<file path="src/rtl/hmbx_pkg.sv">
package hmbx_pkg;
    localparam int BYTE_W = 8;
    localparam int LANES  = 3;
    localparam int WORD_W = BYTE_W * LANES;
    localparam int ADDR_W = 3;
    localparam int LANE_W = $clog2(LANES);

    localparam logic [ADDR_W-1:0] DATA_BASE = ADDR_W'(5);
    localparam logic [ADDR_W-1:0] TRIG_ADDR = ADDR_W'(5 + LANES - 1);
    localparam logic [ADDR_W-1:0] VEC_ADDR  = ADDR_W'(1);
    localparam logic [BYTE_W-1:0] VEC_INIT  = 8'h0F;

    typedef logic [BYTE_W-1:0] byte_t;
    typedef logic [WORD_W-1:0] word_t;
    typedef logic [LANE_W-1:0] lane_t;

    typedef enum logic [1:0] {
        SEL_NONE = 2'd0,
        SEL_VEC  = 2'd1,
        SEL_DATA = 2'd2
    } sel_e;

    typedef struct packed {
        sel_e  sel;
        lane_t lane;
        logic  trig;
    } hdec_t;

    // Byte lane for a data address: lane 0 is the least significant byte.
    function automatic lane_t lane_of(input logic [ADDR_W-1:0] a, input logic swap);
        logic [ADDR_W-1:0] off;
        off = a - DATA_BASE;
        if (swap)
            return off[LANE_W-1:0];
        else
            return LANE_W'(LANES - 1) - off[LANE_W-1:0];
    endfunction
endpackage

</file>
<file path="src/rtl/hmbx_addr_dec.sv">
module hmbx_addr_dec
    import hmbx_pkg::*;
(
    input  logic [ADDR_W-1:0] addr,
    input  logic              swap,
    output hdec_t             dec
);
    logic in_window;

    always_comb begin
        in_window = (int'(addr) >= int'(DATA_BASE)) &&
                    (int'(addr) <  int'(DATA_BASE) + LANES);
        dec      = '0;
        dec.sel  = SEL_NONE;
        if (addr == VEC_ADDR) begin
            dec.sel = SEL_VEC;
        end else if (in_window) begin
            dec.sel  = SEL_DATA;
            dec.lane = lane_of(addr, swap);
            dec.trig = (addr == TRIG_ADDR);
        end
    end
endmodule

</file>
<file path="src/rtl/hmbx_rx_path.sv">
module hmbx_rx_path
    import hmbx_pkg::*;
(
    input  logic  clk,
    input  logic  rst,
    input  logic  load,
    input  word_t load_word,
    input  logic  rd_trig,
    input  lane_t rd_lane,
    output logic  out_empty,
    output logic  rx_full,
    output byte_t rd_byte
);
    word_t out_q;
    word_t rx_q;
    logic  out_full_q;
    logic  rx_full_q;
    logic  move;

    assign move = out_full_q & ~rx_full_q;

    always_ff @(posedge clk) begin
        if (rst) begin
            out_q      <= '0;
            out_full_q <= 1'b0;
        end else if (load && !out_full_q) begin
            out_q      <= load_word;
            out_full_q <= 1'b1;
        end else if (move) begin
            out_full_q <= 1'b0;
        end
    end

    always_ff @(posedge clk) begin
        if (rst) begin
            rx_q      <= '0;
            rx_full_q <= 1'b0;
        end else if (move) begin
            rx_q      <= out_q;
            rx_full_q <= 1'b1;
        end else if (rd_trig) begin
            rx_full_q <= 1'b0;
        end
    end

    byte_t lane_bytes [LANES];
    for (genvar g = 0; g < LANES; g++) begin : g_lane
        assign lane_bytes[g] = rx_q[g*BYTE_W +: BYTE_W];
    end

    always_comb begin
        rd_byte = '0;
        for (int i = 0; i < LANES; i++)
            if (rd_lane == LANE_W'(i)) rd_byte = lane_bytes[i];
    end

    assign out_empty = ~out_full_q;
    assign rx_full   = rx_full_q;
endmodule

</file>
<file path="src/rtl/hmbx_tx_path.sv">
module hmbx_tx_path
    import hmbx_pkg::*;
(
    input  logic  clk,
    input  logic  rst,
    input  logic  wr_en,
    input  lane_t wr_lane,
    input  byte_t wr_byte,
    input  logic  wr_trig,
    input  logic  take,
    output logic  tx_empty,
    output logic  in_full,
    output word_t in_word
);
    byte_t tx_q [LANES];
    word_t tx_word;
    word_t in_q;
    logic  tx_empty_q;
    logic  in_full_q;
    logic  xfer;

    assign xfer = ~tx_empty_q & ~in_full_q;

    for (genvar g = 0; g < LANES; g++) begin : g_lane
        always_ff @(posedge clk) begin
            if (rst)
                tx_q[g] <= '0;
            else if (wr_en && tx_empty_q && wr_lane == LANE_W'(g))
                tx_q[g] <= wr_byte;
        end
        assign tx_word[g*BYTE_W +: BYTE_W] = tx_q[g];
    end

    always_ff @(posedge clk) begin
        if (rst)
            tx_empty_q <= 1'b1;
        else if (xfer)
            tx_empty_q <= 1'b1;
        else if (wr_en && wr_trig)
            tx_empty_q <= 1'b0;
    end

    always_ff @(posedge clk) begin
        if (rst) begin
            in_q      <= '0;
            in_full_q <= 1'b0;
        end else if (xfer) begin
            in_q      <= tx_word;
            in_full_q <= 1'b1;
        end else if (take) begin
            in_full_q <= 1'b0;
        end
    end

    assign tx_empty = tx_empty_q;
    assign in_full  = in_full_q;
    assign in_word  = in_q;
endmodule

</file>
<file path="src/rtl/hmbx_port.sv">
module hmbx_port
    import hmbx_pkg::*;
(
    input  logic              clk,
    input  logic              rst,
    input  logic              soft_rst,
    input  logic [ADDR_W-1:0] host_addr,
    input  logic              host_rd,
    input  logic              host_wr,
    input  logic [BYTE_W-1:0] host_wdata,
    output logic [BYTE_W-1:0] host_rdata,
    input  logic              host_ack,
    output logic              host_req,
    input  logic              endian_swap,
    input  logic              rx_req_en,
    input  logic              tx_req_en,
    output logic              rx_full,
    output logic              tx_empty,
    input  logic [WORD_W-1:0] dsp_out_word,
    input  logic              dsp_out_load,
    output logic              dsp_out_empty,
    output logic [WORD_W-1:0] dsp_in_word,
    output logic              dsp_in_full,
    input  logic              dsp_in_take
);
    logic  rst_all;
    logic  ack_hit;
    logic  rd_go;
    hdec_t dec;
    byte_t rx_byte;
    byte_t vec_q;
    byte_t rdata_q;

    assign rst_all = rst | soft_rst;
    assign ack_hit = host_ack & host_req;
    assign rd_go   = host_rd & ~ack_hit;

    hmbx_addr_dec u_dec (
        .addr (host_addr),
        .swap (endian_swap),
        .dec  (dec)
    );

    hmbx_rx_path u_rx (
        .clk       (clk),
        .rst       (rst_all),
        .load      (dsp_out_load),
        .load_word (dsp_out_word),
        .rd_trig   (rd_go && dec.sel == SEL_DATA && dec.trig),
        .rd_lane   (dec.lane),
        .out_empty (dsp_out_empty),
        .rx_full   (rx_full),
        .rd_byte   (rx_byte)
    );

    hmbx_tx_path u_tx (
        .clk      (clk),
        .rst      (rst_all),
        .wr_en    (host_wr && dec.sel == SEL_DATA),
        .wr_lane  (dec.lane),
        .wr_byte  (host_wdata),
        .wr_trig  (dec.trig),
        .take     (dsp_in_take),
        .tx_empty (tx_empty),
        .in_full  (dsp_in_full),
        .in_word  (dsp_in_word)
    );

    always_ff @(posedge clk) begin
        if (rst_all)
            vec_q <= VEC_INIT;
        else if (host_wr && dec.sel == SEL_VEC)
            vec_q <= host_wdata;
    end

    always_ff @(posedge clk) begin
        if (rst_all) begin
            rdata_q <= '0;
        end else if (ack_hit) begin
            rdata_q <= vec_q;
        end else if (rd_go) begin
            unique case (dec.sel)
                SEL_VEC:  rdata_q <= vec_q;
                SEL_DATA: rdata_q <= rx_byte;
                default:  rdata_q <= '0;
            endcase
        end
    end

    assign host_rdata = rdata_q;
    assign host_req   = (rx_req_en & rx_full) | (tx_req_en & tx_empty);
endmodule

</file>
<file path="config.mk">
export PLATFORM = sky130hd
export DESIGN_NAME = hmbx_port
export DESIGN_NICKNAME = d
export VERILOG_FILES = /design/src/rtl/hmbx_pkg.sv /design/src/rtl/hmbx_addr_dec.sv /design/src/rtl/hmbx_rx_path.sv /design/src/rtl/hmbx_tx_path.sv /design/src/rtl/hmbx_port.sv
export SDC_FILE = /design/constraint.sdc
export NUM_CORES = 1
export LEC_CHECK = 0
export ABC_AREA = 1
export BUFFER_PORTS_ARGS = -buffer_cell sky130_fd_sc_hd__buf_2
export CELL_PAD_IN_SITES_DETAIL_PLACEMENT = 0
export CELL_PAD_IN_SITES_GLOBAL_PLACEMENT = 1
export CORE_ASPECT_RATIO = 1.2
export CORE_UTILIZATION = 23
export DETAILED_ROUTE_END_ITERATION = 6
export PLACE_DENSITY_LB_ADDON = 0.1
export SYNTH_ARGS = -nofsm -noshare
export SYNTH_HDL_FRONTEND = slang
export SYNTH_SLANG_ARGS = --single-unit
</file>
<file path="constraint.sdc">
create_clock -name clk -period 2.4 [get_ports clk]
set_clock_uncertainty 0.05 [all_clocks]
set_input_delay 0.12 -clock clk [delete_from_list [all_inputs] [get_ports clk]]
set_output_delay 0.12 -clock clk [all_outputs]
set_load 0.02 [all_outputs]
</file>
==> run_results.csv, run 1 <==
group,metric,value,unit
yosys,syn_avg_cell_area,8.11,um^2
sta,fin_hold_ws,14.4,ps
yosys,synth_area_leaders,"dfxtp_1, edfxtp_1, nor2_1",
layout,area_growth,33.4,%
drt,wl,12.8,mm
clocking,cts_tree,"done",
critical_path,worstPathRequired,2430,ps
yosys,ys_ff_latch,116,
layout,layoutNonFillerInstCount,958,
clocking,cts_buffers,17,
sta,post-route-min-period,1750,ps
global_route,grt_pass1_vias,4043,
hold_path,worstHoldStart,"host_wdata[4]",
critical_path,reg2reg_to,"host_rdata[7]",
yosys,ys_warn_count,0,
clocking,insertion_delay,420,ps
global_route,grt_max_degree,32,
power,leakage,0.00280,uW
power,power.density,777,nW/um^2
critical_path,r2r_setup_slack,660,ps
yosys,yosysTopAreaCellShare,39.8,%
floorplan,dieArea,20700,um^2
global_route,grt_util_all_layers,13.1,%
global_route,grtUsageMet3,3.96,%
drt,drt_pass1_iterations,4,
yosys,synth_async_sr_flop_share,0,%
drt,wire_per_inst,13.3,um
placement,routabilityCongestion,0.764,
sta,setup_viol,0,
global_route,grt-busiest-layer,"met2",
floorplan,rows,56,
floorplan,io_pins,83,
sta,rsz0062_at_grt,"false",
floorplan,start_util,23.6,%
critical_path,critPathKind,"in2reg",
layout,final_util,31.5,%
global_route,met2_usage,23.2,%
global_route,antenna_found_initial,0,
global_route,grt_use_met1,14.6,%
clocking,cts-root-buf,"clkbuf_16",
global_route,grt_overflow,0,
hold_path,hold_path.class,"in2reg",
sta,finalCritPeriodShare,73.1,%
status,outcome,"completed",
clocking,postCtsSetupRepairBufs,0,
floorplan,dieHeight,157,um
sta,hold_viol_final,0,
clocking,h-tree-depth,4,
critical_path,critPathLaunchType,"primary input",
critical_path,critPathLaunch,"host_addr[0]",
layout,drive_gt1_share,20.9,%
critical_path,endpoint_kind,"flip-flop",
sta,slew_headroom,37.8,%
hold_path,holdPathEnd,"vec_q[4]",
drt,drtIter0Drc,211,
drt,vias,4050,
clocking,cts_resized,0,
critical_path,cp.arrival,1780,ps
yosys,synth_nets,619,
power,power.total,4800,uW
placement,numPortBuffers,82,
sta,max_clock_freq,0.570,GHz
floorplan,fp.coreArea,19600,um^2
clocking,clock_path_buffers,2,
yosys,yosysSeqAreaShare,55.3,%
yosys,synthDistinctLibCells,28,
placement,hpwl,9.49,mm
yosys,synth_area,4630,um^2
yosys,syn_inst,571,
global_route,grt_pass1_wl,20.8,mm
yosys,synth_top_area_cell,"dfxtp_1",
sta,drv_slew,0,
layout,diodes,0,
yosys,synth_edf_count,24,
floorplan,die_w,132,um
placement,dpl.cell_count,899,
power,ir_worst_vdd,460,uV
layout,nNetsFinal,732,
sta,setup_tns,0,ps
flow_run,cap_violations,0,
clocking,cts.clk_slew.worst_paths,50,ps
critical_path,crit_fanout,14,
clocking,clkSinkCount,116,
yosys,ys.flop_type,"dfxtp_1",
drt,drtAntennaViolNets,0,
drt,remaining_drc_errors,0,
sta,worst_slew_pin_slew,932,ps
critical_path,r2r_start,"u_tx.tx_empty",
critical_path,ff2ff_path_depth,6,
drt,via_per_inst,4.23,
hold_path,holdPathStages,3,
[Yosys cell counts (all sizes together) (5+ instances only)]
cell	number
buf	8
o21ai	84
dfxtp	92
nand3	28
nand4	10
nand2	71
a21oi	21
inv	35
clkbuf	19
o211ai	5
edfxtp	24
nor2	167
[what timing repair did]
action | in CTS | in global routing
hold buffers | 27 | 0
hold endpoints to repair | 27 | 0
setup endpoints to repair | 0 | 0
[stage by stage]
step | setup slack [ps] | cell area, um^2
final | 646 | 6180
after global routing | 443 | 6180
after CTS | 613 | 6180
after detailed placement | 198 | 5350
after global placement | 256 | 5350
after floorplan | 663 | 4630
[critical path: stages]
cell and delay [ps]:
buf_2 260, ha_1 330, inv_1 160, nand3_1 140
nand2_4 160, nand2_4 100, nor2_2 180, nand2_1 70
nand2_1 260
[area by class of cell]
| class | instances | area (um^2) |
|---|---|---|
| timing repair buffer | 121 | 771 |
| clock inverter | 14 | 133 |
| clock buffer | 18 | 429 |
| multi-input combinational | 392 | 1820 |
| inverter | 36 | 135 |
| fill | 2182 | 13400 |
| tap | 261 | 327 |
| sequential | 116 | 2560 |
[power breakdown]
| part | switching (uW) | total [uW] | leakage (uW) | internal [uW] |
|---|---|---|---|---|
| sequential | 26.7 | 2070 | 0.00102 | 2050 |
| clock | 941 | 2370 | 0.000267 | 1430 |
| combinational | 225 | 356 | 0.00152 | 131 |
[placed cells by master (no fill, tap or decap), types with 2 or more instances in the layout]
master	count
nor2_1	161
dfxtp_1	92
o21ai_0	82
buf_2	82
nand2_1	68
inv_1	32
dlygate4sd3_1	27
nand3_1	25
edfxtp_1	24
clkbuf_16	17
a21oi_1	16
buf_4	12
nand4_1	10
clkinv_4	6
a21oi_2	5
o211ai_1	4
inv_2	3
nor2_4	3
nor2_2	3
nand3_4	3
a31oi_1	3
clkinvlp_4	3
nand2_4	2
o21ai_1	2
ha_1	2
inv_6	2
clkinv_2	2
[routing by layer]
layer	wire length (um)	share of wire [%]
met1	5520	43
met2	6480	51
met3	469	3.7
met4	303	2.4
met5	0	0
[cells by family (layout without fill, tap and decap cells)]
group | Yosys count | count (layout) | synth area share, %
flip-flops | 116 | 116 | 55.3
buffers and inverters | 63 | 189 | 5.54
AND/OR/NAND/NOR | 276 | 276 | 25.3
AO/OA/AOI/OAI | 114 | 114 | 13.3
adder cells (fa/ha/maj) | 2 | 2 | 0.540
[sequential cells by signal (all words and copies together), names as in the netlist, 8 cells and up]
name / count
host_rdata: 8
dsp_in_word: 24
u_rx.out_q: 24
vec_q: 8
u_rx.rx_q: 24
u_tx.tx_q: 24
[worst max-delay path by stage]
stage	endpoint	slack [ps]	cells after the start
after floorplan	u_tx.tx_q[2][0]	660	9
after global placement	u_tx.tx_q[2][1]	260	9
after detailed placement	u_tx.tx_q[2][0]	200	9
after CTS	host_rdata[7]	610	6
after global routing	host_rdata[3]	440	6
final	u_tx.tx_q[2][3]	650	9
Power figures use the tool's default switching activity.
==> run 2, diff against run 1 <==
==> constraint.sdc (replaced) <==
create_clock -name clk -period 1.8 [get_ports clk]
set_clock_uncertainty 0.05 [all_clocks]
set_input_delay 0.09 -clock clk [delete_from_list [all_inputs] [get_ports clk]]
set_output_delay 0.09 -clock clk [all_outputs]
set_load 0.02 [all_outputs]
==> run_results.csv, run 2 (synthesis gave the netlist of run 1 again) <==
group,metric,value,unit
status,outcome,"completed",
layout,n_fill_cell,2131,
placement,routabilityCongestion,0.778,
floorplan,fp.coreArea,19600,um^2
layout,nNetsFinal,755,
clocking,insertion_delay,420,ps
clocking,cts_buffers,17,
layout,layout_commonest_cell,"nor2_1",
power,power.density,1040,nW/um^2
drt,vias,4128,
critical_path,critPathLaunchType,"primary input",
floorplan,start_util,23.6,%
layout,regArea,2560,um^2
drt,wire_per_inst,13.4,um
placement,hpwl,9.71,mm
clocking,clock_path_buffers,2,
global_route,grt_util_all_layers,13.4,%
sta,drv_slew,0,
drt,wl,13.1,mm
drt,remaining_drc_errors,0,
flow_run,cap_violations,0,
global_route,grt_overflow,0,
layout,fin_area,6410,um^2
global_route,grt_pass1_wl,21.1,mm
power,ir_worst_vdd,669,uV
drt,drtIter0Drc,232,
global_route,grt_max_degree,30,
floorplan,rows,56,
sta,rsz0062_at_grt,"false",
sta,hold_viol_final,0,
floorplan,dieArea,20700,um^2
floorplan,dieHeight,157,um
layout,most-common-layout-cells,"nor2_1, dfxtp_1, o21ai_0, buf_2, nand2_1",
critical_path,critPathKind,"in2reg",
layout,area_growth,38.4,%
layout,final_util,32.7,%
clocking,h-tree-depth,4,
critical_path,endpoint_kind,"flip-flop",
global_route,grt_pass1_vias,4030,
sta,worst_slew_pin_slew,728,ps
layout,drive_gt1_share,22.9,%
power,leakage,0.00292,uW
layout,diodes,0,
critical_path,worstPathRequired,2100,ps
drt,via_per_inst,4.21,
sta,post-route-min-period,1540,ps
sta,setup_viol,0,
sta,max_clock_freq,0.648,GHz
drt,drt_pass1_iterations,4,
sta,finalCritPeriodShare,85.7,%
clocking,clkSinkCount,116,
floorplan,die_w,132,um
global_route,antenna_found_initial,0,
layout,multi_input_area,1820,um^2
critical_path,cp.arrival,1840,ps
clocking,cts_tree,"done",
hold_path,hold_path.class,"in2reg",
drt,drtAntennaViolNets,0,
placement,placed_area,5480,um^2
floorplan,io_pins,83,
placement,numPortBuffers,82,
clocking,cts-root-buf,"clkbuf_16",
clocking,cts.clk_slew.worst_paths,50,ps
critical_path,crit_fanout,10,
sta,setup_tns,0,ps
sta,slew_headroom,51.4,%
==> run 2: cell count changes in the layout (fill, tap and decap cells not counted), sizes merged <==
cell / delta
dlygate4sd3: +5
buf: +17
clkinv: -4
clkbuf: +1
clkinvlp: +2
bufinv: +2
==> run 2: per-stage QoR <==
step | std cells | total power [uW] | hold WS (ps) | setup slack, ps
finish | 981 | 6680 | 8.06 | 257
detailed placement | 915 | 3300 | 297 | -10.2
global route | 981 | 6980 | 11.5 | 123
global placement | 915 | 3300 | 292 | 18.9
floorplan | 571 | 3090 | 203 | 93.4
CTS | 979 | 6790 | 5.63 | 146
==> run 2: cell type report <==
| class | instances | area share [%] |
|---|---|---|
| sequential | 116 | 40.0 |
| tap | 261 | 5.09 |
| inverter | 36 | 2.17 |
| timing repair buffer | 143 | 15.0 |
| timing repair inverter | 1 | 0.117 |
| clock inverter | 13 | 2.46 |
| multi-input combinational | 392 | 28.4 |
| clock buffer | 19 | 6.75 |
==> run 2: worst paths after layout <==
kind                      to  slack, ps  depth (start not counted)             from
max reg2reg  u_tx.tx_q[2][1]        270                          4    u_tx.tx_empty
min                 vec_q[0]          8                          3    host_wdata[0]
max            u_rx.rx_q[21]        260                          6              rst
min reg2reg  u_rx.out_full_q        420                          2  u_rx.out_full_q
==> run 2: worst max-delay path, cell delays in order <==
cell and delay, ps:
dlygate4sd3_1 530, buf_2 130, nor2_4 270, dlygate4sd3_1 600, o21ai_0 100, a21oi_1 120
==> run 2: repair_timing <==
action / CTS / global route
setup buffers: 0 / 1
hold buffers: 32 / 0
endpoints found under the setup margin: 0 / 2
resized for setup: 0 / 3
endpoints found under the hold margin: 31 / 0
==> run 2: where the power goes <==
part	switching [uW]	leakage [uW]	internal (uW)
logic	313	0.00162	214
registers	36.0	0.00102	2730
clock network	1220	0.000284	2170
total	1570	0.00292	5110
==> run 2: routing by layer <==
| layer | wire length [um] | GRT usage, % | up-vias |
|---|---|---|---|
| li1 | - | - | 2152 |
| met1 | 5790 | 15.1 | 1894 |
| met2 | 6730 | 23.7 | 70 |
| met3 | 388 | 3.57 | 12 |
| met4 | 196 | 5.70 | 0 |
| met5 | 0 | 0 | - |
